File: src/rtl/dtc_pkg.sv
package dtc_pkg;

    typedef enum logic [1:0] {
        CS_EMPTY = 2'd0,
        CS_LIVE  = 2'd1,
        CS_DEAD  = 2'd2
    } cnt_state_t;

    typedef enum logic [1:0] {
        ND_BALANCED    = 2'd0,
        ND_AHEAD_UP    = 2'd1,
        ND_AHEAD_LOCAL = 2'd2
    } node_state_t;

endpackage

File: src/rtl/dtc_chain_node.sv
module dtc_chain_node
    import dtc_pkg::*;
#(
    parameter int PEND_W = 3
) (
    input  logic clk,
    input  logic rst,
    input  logic up_pulse_i,
    input  logic local_done_i,
    output logic fwd_pulse_o
);

    localparam logic [PEND_W-1:0] PEND_MAX = {PEND_W{1'b1}};
    localparam logic [PEND_W-1:0] PEND_ONE = PEND_W'(1);

    node_state_t       st_q, st_n;
    logic [PEND_W-1:0] pend_q, pend_n;
    logic              fire_q, fire_n;

    // Next-state and next-pending logic
    always_comb begin
        st_n   = st_q;
        pend_n = pend_q;
        fire_n = 1'b0;
        unique case (st_q)
            ND_BALANCED: begin
                if (up_pulse_i && local_done_i) begin
                    fire_n = 1'b1;
                end else if (up_pulse_i) begin
                    st_n   = ND_AHEAD_UP;
                    pend_n = PEND_ONE;
                end else if (local_done_i) begin
                    st_n   = ND_AHEAD_LOCAL;
                    pend_n = PEND_ONE;
                end
            end
            ND_AHEAD_UP: begin
                if (local_done_i) begin
                    fire_n = 1'b1;
                    if (!up_pulse_i) begin
                        pend_n = pend_q - PEND_ONE;
                        if (pend_q == PEND_ONE) st_n = ND_BALANCED;
                    end
                end else if (up_pulse_i && pend_q != PEND_MAX) begin
                    pend_n = pend_q + PEND_ONE;
                end
            end
            ND_AHEAD_LOCAL: begin
                if (up_pulse_i) begin
                    fire_n = 1'b1;
                    if (!local_done_i) begin
                        pend_n = pend_q - PEND_ONE;
                        if (pend_q == PEND_ONE) st_n = ND_BALANCED;
                    end
                end else if (local_done_i && pend_q != PEND_MAX) begin
                    pend_n = pend_q + PEND_ONE;
                end
            end
            default: begin
                st_n   = ND_BALANCED;
                pend_n = '0;
            end
        endcase
    end

    // State register
    always_ff @(posedge clk) begin
        if (rst) begin
            st_q   <= ND_BALANCED;
            pend_q <= '0;
            fire_q <= 1'b0;
        end else begin
            st_q   <= st_n;
            pend_q <= pend_n;
            fire_q <= fire_n;
        end
    end

    // Outputs
    always_comb begin
        fwd_pulse_o = fire_q;
    end

endmodule

File: src/rtl/dtc_event_counter.sv
module dtc_event_counter
    import dtc_pkg::*;
#(
    parameter int CNT_W      = 4,
    parameter int DEAD_LEVEL = 7
) (
    input  logic clk,
    input  logic rst,
    input  logic trig_i,
    input  logic done_i,
    output logic dead_o,
    output logic underflow_o
);

    localparam logic [CNT_W-1:0] CNT_MAX  = {CNT_W{1'b1}};
    localparam logic [CNT_W-1:0] CNT_ONE  = CNT_W'(1);
    localparam logic [CNT_W-1:0] LVL      = CNT_W'(DEAD_LEVEL);
    localparam logic [CNT_W-1:0] LVL_LESS = CNT_W'(DEAD_LEVEL - 1);

    cnt_state_t       st_q, st_n;
    logic [CNT_W-1:0] cnt_q, cnt_n;
    logic             uf_q, uf_n;
    logic             inc, dec;

    always_comb begin
        inc = trig_i && !done_i;
        dec = done_i && !trig_i;
    end

    // Next-state and next-count logic
    always_comb begin
        st_n  = st_q;
        cnt_n = cnt_q;
        uf_n  = uf_q;
        unique case (st_q)
            CS_EMPTY: begin
                if (inc) begin
                    cnt_n = CNT_ONE;
                    st_n  = CS_LIVE;
                end else if (dec) begin
                    uf_n = 1'b1;
                end
            end
            CS_LIVE: begin
                if (inc) begin
                    cnt_n = cnt_q + CNT_ONE;
                    if (cnt_q == LVL_LESS) st_n = CS_DEAD;
                end else if (dec) begin
                    cnt_n = cnt_q - CNT_ONE;
                    if (cnt_q == CNT_ONE) st_n = CS_EMPTY;
                end
            end
            CS_DEAD: begin
                if (inc) begin
                    if (cnt_q != CNT_MAX) cnt_n = cnt_q + CNT_ONE;
                end else if (dec) begin
                    cnt_n = cnt_q - CNT_ONE;
                    if (cnt_q == LVL) st_n = CS_LIVE;
                end
            end
            default: begin
                st_n  = CS_EMPTY;
                cnt_n = '0;
            end
        endcase
    end

    // State register
    always_ff @(posedge clk) begin
        if (rst) begin
            st_q  <= CS_EMPTY;
            cnt_q <= '0;
            uf_q  <= 1'b0;
        end else begin
            st_q  <= st_n;
            cnt_q <= cnt_n;
            uf_q  <= uf_n;
        end
    end

    // Outputs
    always_comb begin
        dead_o      = (st_q == CS_DEAD);
        underflow_o = uf_q;
    end

endmodule

File: src/rtl/dtc_deadtime_ctrl.sv
module dtc_deadtime_ctrl
    import dtc_pkg::*;
#(
    parameter int NODES      = 4,
    parameter int CNT_W      = 4,
    parameter int DEAD_LEVEL = 7,
    parameter int PEND_W     = 3
) (
    input  logic             clk,
    input  logic             rst,
    input  logic             trig_i,
    input  logic             chain_in_i,
    input  logic [NODES-1:0] node_done_i,
    output logic             dead_o,
    output logic             underflow_o,
    output logic [NODES-1:0] chain_o
);

    localparam int LAST = NODES - 1;

    logic [NODES-1:0] up_link;
    logic [NODES-1:0] fwd_link;

    generate
        for (genvar k = 0; k < NODES; k++) begin : g_node
            if (k == 0) begin : g_head
                assign up_link[k] = chain_in_i;
            end else begin : g_body
                assign up_link[k] = fwd_link[k-1];
            end
            dtc_chain_node #(
                .PEND_W(PEND_W)
            ) u_node (
                .clk         (clk),
                .rst         (rst),
                .up_pulse_i  (up_link[k]),
                .local_done_i(node_done_i[k]),
                .fwd_pulse_o (fwd_link[k])
            );
        end
    endgenerate

    dtc_event_counter #(
        .CNT_W     (CNT_W),
        .DEAD_LEVEL(DEAD_LEVEL)
    ) u_counter (
        .clk        (clk),
        .rst        (rst),
        .trig_i     (trig_i),
        .done_i     (fwd_link[LAST]),
        .dead_o     (dead_o),
        .underflow_o(underflow_o)
    );

    assign chain_o = fwd_link;

endmodule

File: config.mk
export PLATFORM = sky130hd
export DESIGN_NAME = dtc_deadtime_ctrl
export DESIGN_NICKNAME = d
export VERILOG_FILES = /design/src/rtl/dtc_pkg.sv /design/src/rtl/dtc_chain_node.sv /design/src/rtl/dtc_event_counter.sv /design/src/rtl/dtc_deadtime_ctrl.sv
export SDC_FILE = /design/constraint.sdc
export NUM_CORES = 1
export LEC_CHECK = 0
export BUFFER_PORTS_ARGS = -buffer_cell sky130_fd_sc_hd__buf_2
export CORE_UTILIZATION = 45
export CTS_BUF_LIST = sky130_fd_sc_hd__clkbuf_16
export CTS_CLUSTER_SIZE = 24
export DETAILED_ROUTE_END_ITERATION = 7
export SETUP_SLACK_MARGIN = 0.3
export SLEW_MARGIN = 15
export SYNTH_ARGS = -nofsm -noshare
export SYNTH_HDL_FRONTEND = slang
export SYNTH_SLANG_ARGS = --single-unit
File: constraint.sdc
create_clock -name clk -period 1.95 [get_ports clk]
set_input_delay 0.39 -clock clk [delete_from_list [all_inputs] [get_ports clk]]
set_output_delay 0.39 -clock clk [all_outputs]
set_load 0.01 [all_outputs]
==> impl_results.md <==
- Status: finished clean
- Maxcap violations: 0
- Final Instance Area: 3410 µm²
- Setup TNS: 0 ns
- Pleak: 0.00138 µW
- Total gr overflow: 0
- Longest Clk Path Bufs: 2
- R2r setup slk: 0.29 ns
- CP arrival: 1.86 ns
- Register area share after synthesis: 0.247
- RR Endpoint: u_counter.cnt_q[2]$_SDFFE_PP0P_
- Core area: 5240 µm²
- Clock Latency Late Sink: 0.27 ns
- # setup viols final: 0
- Sequential cell area: 678 µm²
- Die width: 76.8 µm
- Syn avg cell area: 7.91 µm²
- Standard-cell row count: 26
- Largest net degree at the start of global routing: 25
- Vias post-DR: 2,239
- Post-synth top area cell: dfxtp_1
- I/O pin count: 14
- Via-to-Cell Ratio: 5.40
- Hold_buf cts: 0
- Detailed router's first-iteration violation count: 126
- Pwr dens: 1140 nW/µm²
- #FFs+latches synth: 31
- Reg clk slew, reported paths: 0.05 ns
- Area contributors post-synth: dfxtp_1, ha_1, a21oi_1
- Syn_nets: 368
- Wirelength per Cell: 14.1 µm
- H-tree depth: 2
- WP data required: 2.15 ns
- CP Class: reg -> reg
- CTS Sinks: 31
- Routed WL: 5.86 mm
- Fin. Hold Viols: 0
- Initial core utilization: 0.480
- Port Buf Inserts: 13
- Final Skew: 0.00310 ns
- Die height: 76.8 µm
- Worst setup EP type: flop
- Post-route worst setup slack: 0.292 ns
- Hold Path Class: reg -> reg
- Fmax: 603 MHz
- Initial antenna violation count: 0
- CTS tree: yes
- Syn Std Cell Area: 2520 µm²
- RSZ-0062 raised after global routing: yes
- Placed cells: 386
- Hold EP: u_counter.underflow_o$_SDFFE_PP0P_
- Syn-to-layout area delta: 35.6%
- Fin crit share: 0.850
- Top FF cell, synth: dfxtp_1
- R2R depth: 6
- Placed instance area: 2650 µm²
- Hold path depth: 2
- Startpoint Class: flop
- Final net count: 396
- Post-DRT Antenna Nets: 0
- DP Wirelength: 3.66 mm
- CTS buffer count: 5
- Top cell type's share of synthesized area: 0.247
- Area of the multi-input gates: 2130 µm²
- Post-synth EDFFs: 0
- Maximum VDD drop: 0.605 mV
- Layout fillers: 427
- Total die area: 5890 µm²
- # DRC: 0
- Fraction of registers with async set/reset: 0
- Reg-to-Reg Start: u_counter.st_q[1]$_SDFFE_PP0P_
- Routability cong.: 0.814
- GRT Resource Usage Total: 0.201
- Mapped Cells: 318
- Detailed Routing Iterations Pass 1: 4
- Commonest non-fill, non-tap cell in the layout: nor2_1
- HP Start: u_counter.underflow_o$_SDFFE_PP0P_
- CP max FO: 7
- CTS root buf: clkbuf_16
- Worst-margin pin slew: 0.524 ns
- Post-Place Worst Slack: 0.0922 ns
- Synth warn: 0
- Number of global-route vias before repair: 2,143
- Slew headroom: 0.651
- First-pass GRT wire length: 9.67 mm
- Final Max Slew Viols: 0
- Min Tclk post-route: 1.66 ns
- Most frequent cells in the layout: nor2_1, buf_4, a21oi_1
- Critical Path Source: u_counter.st_q[1]$_SDFFE_PP0P_
- N_diodes: 0
- Layout cells sized above 1: 0.403
- Final Non-Filler Cells: 415
- Synth cell types: 42
- Hold Slack: 0.459 ns
-- stage by stage --
stage / utilization / total power, µW
2_1_floorplan: - / 2140
3_3_place_gp: 0.506 / 2410
3_5_place_dp: 0.506 / 2420
4_1_cts: 0.597 / 3560
5_1_grt: 0.651 / 4190
6_report: 0.651 / 3890
-- flip-flops by register name, summed over array words and instances (netlist names) --
name	count
g_node.u_node.fwd_pulse_o	4
u_counter.st_q	2
u_counter.underflow_o	1
g_node.u_node.st_q	8
g_node.u_node.pend_q	12
u_counter.cnt_q	4
-- area by class of cell --
class,instances,share of cell area
Multi-Input combinational cell,238,0.623
Sequential cell,31,0.199
Timing Repair Buffer,38,0.0741
Inverter,32,0.0404
Clock buffer,5,0.0367
Tap cell,70,0.0257
Clock inverter,1,0.00110
-- cells by family (layout without fill, tap and decap cells) --
kind of cell | Yosys count | after routing | share of synthesized area
simple gates | 95 | 95 | 0.185
compound gates | 79 | 79 | 0.194
buf+inv | 49 | 76 | 0.0830
fa+ha+maj | 42 | 42 | 0.209
flops | 31 | 31 | 0.247
xor+xnor | 12 | 12 | 0.0418
mux | 10 | 10 | 0.0408
-- cell usage after synthesis (all sizes together), types with 2 or more instances --
cell    number
nand4        3
nand2       21
nor2b        3
nand2b       7
ha          42
clkbuf      10
a211oi       2
xnor2        6
nor2        30
mux2         2
buf          7
or2          5
xor2         6
a22oi       11
a21o         3
nor3         6
a21oi       38
or3         11
mux2i        8
dfxtp       31
nor3b        2
o21ai       14
nand3        2
inv         32
-- power by group --
part	switching (µW)	internal, µW
logic	1070	1120
registers	189	809
clock network	245	451
-- worst max-delay path by stage --
stage | endpoint | slack [ns] | depth (start not counted)
finish | u_counter.cnt_q[2]$_SDFFE_PP0P_ | 0.29 | 6
detailed placement | u_counter.st_q[0]$_SDFFE_PP0P_ | 0.09 | 6
global placement | u_counter.cnt_q[2]$_SDFFE_PP0P_ | 0.16 | 6
CTS | u_counter.cnt_q[2]$_SDFFE_PP0P_ | 0.28 | 6
floorplan | u_counter.cnt_q[2]$_SDFFE_PP0P_ | 0.28 | 6
global route | g_node[1].u_node.pend_q[2]$_SDFFE_PP0P_ | 0.23 | 7
-- metal layers --
metal / up-vias / GRT usage / wire length [µm]
met5: - / 0 / 0
met4: 0 / 0.0731 / 89
li1: 1137 / - / -
met2: 37 / 0.336 / 2850
met3: 8 / 0.0429 / 174
met1: 1057 / 0.253 / 2750
-- worst max-delay path, stage by stage (launching register included) --
cell and delay (ns):
dfxtp_4 0.38, inv_4 0.04, ha_4 0.22, o21a_4 0.21, a2bb2oi_4 0.16, or4_4 0.43, a21oi_2 0.14
-- repair_timing --
| action | CTS | global route |
|---|---|---|
| buffers inserted | 19 | 4 |
| pin swaps | 29 | 36 |
| endpoints found under the setup margin | 21 | 23 |
| resized for setup | 54 | 62 |
(Power assumes the default switching activity.)
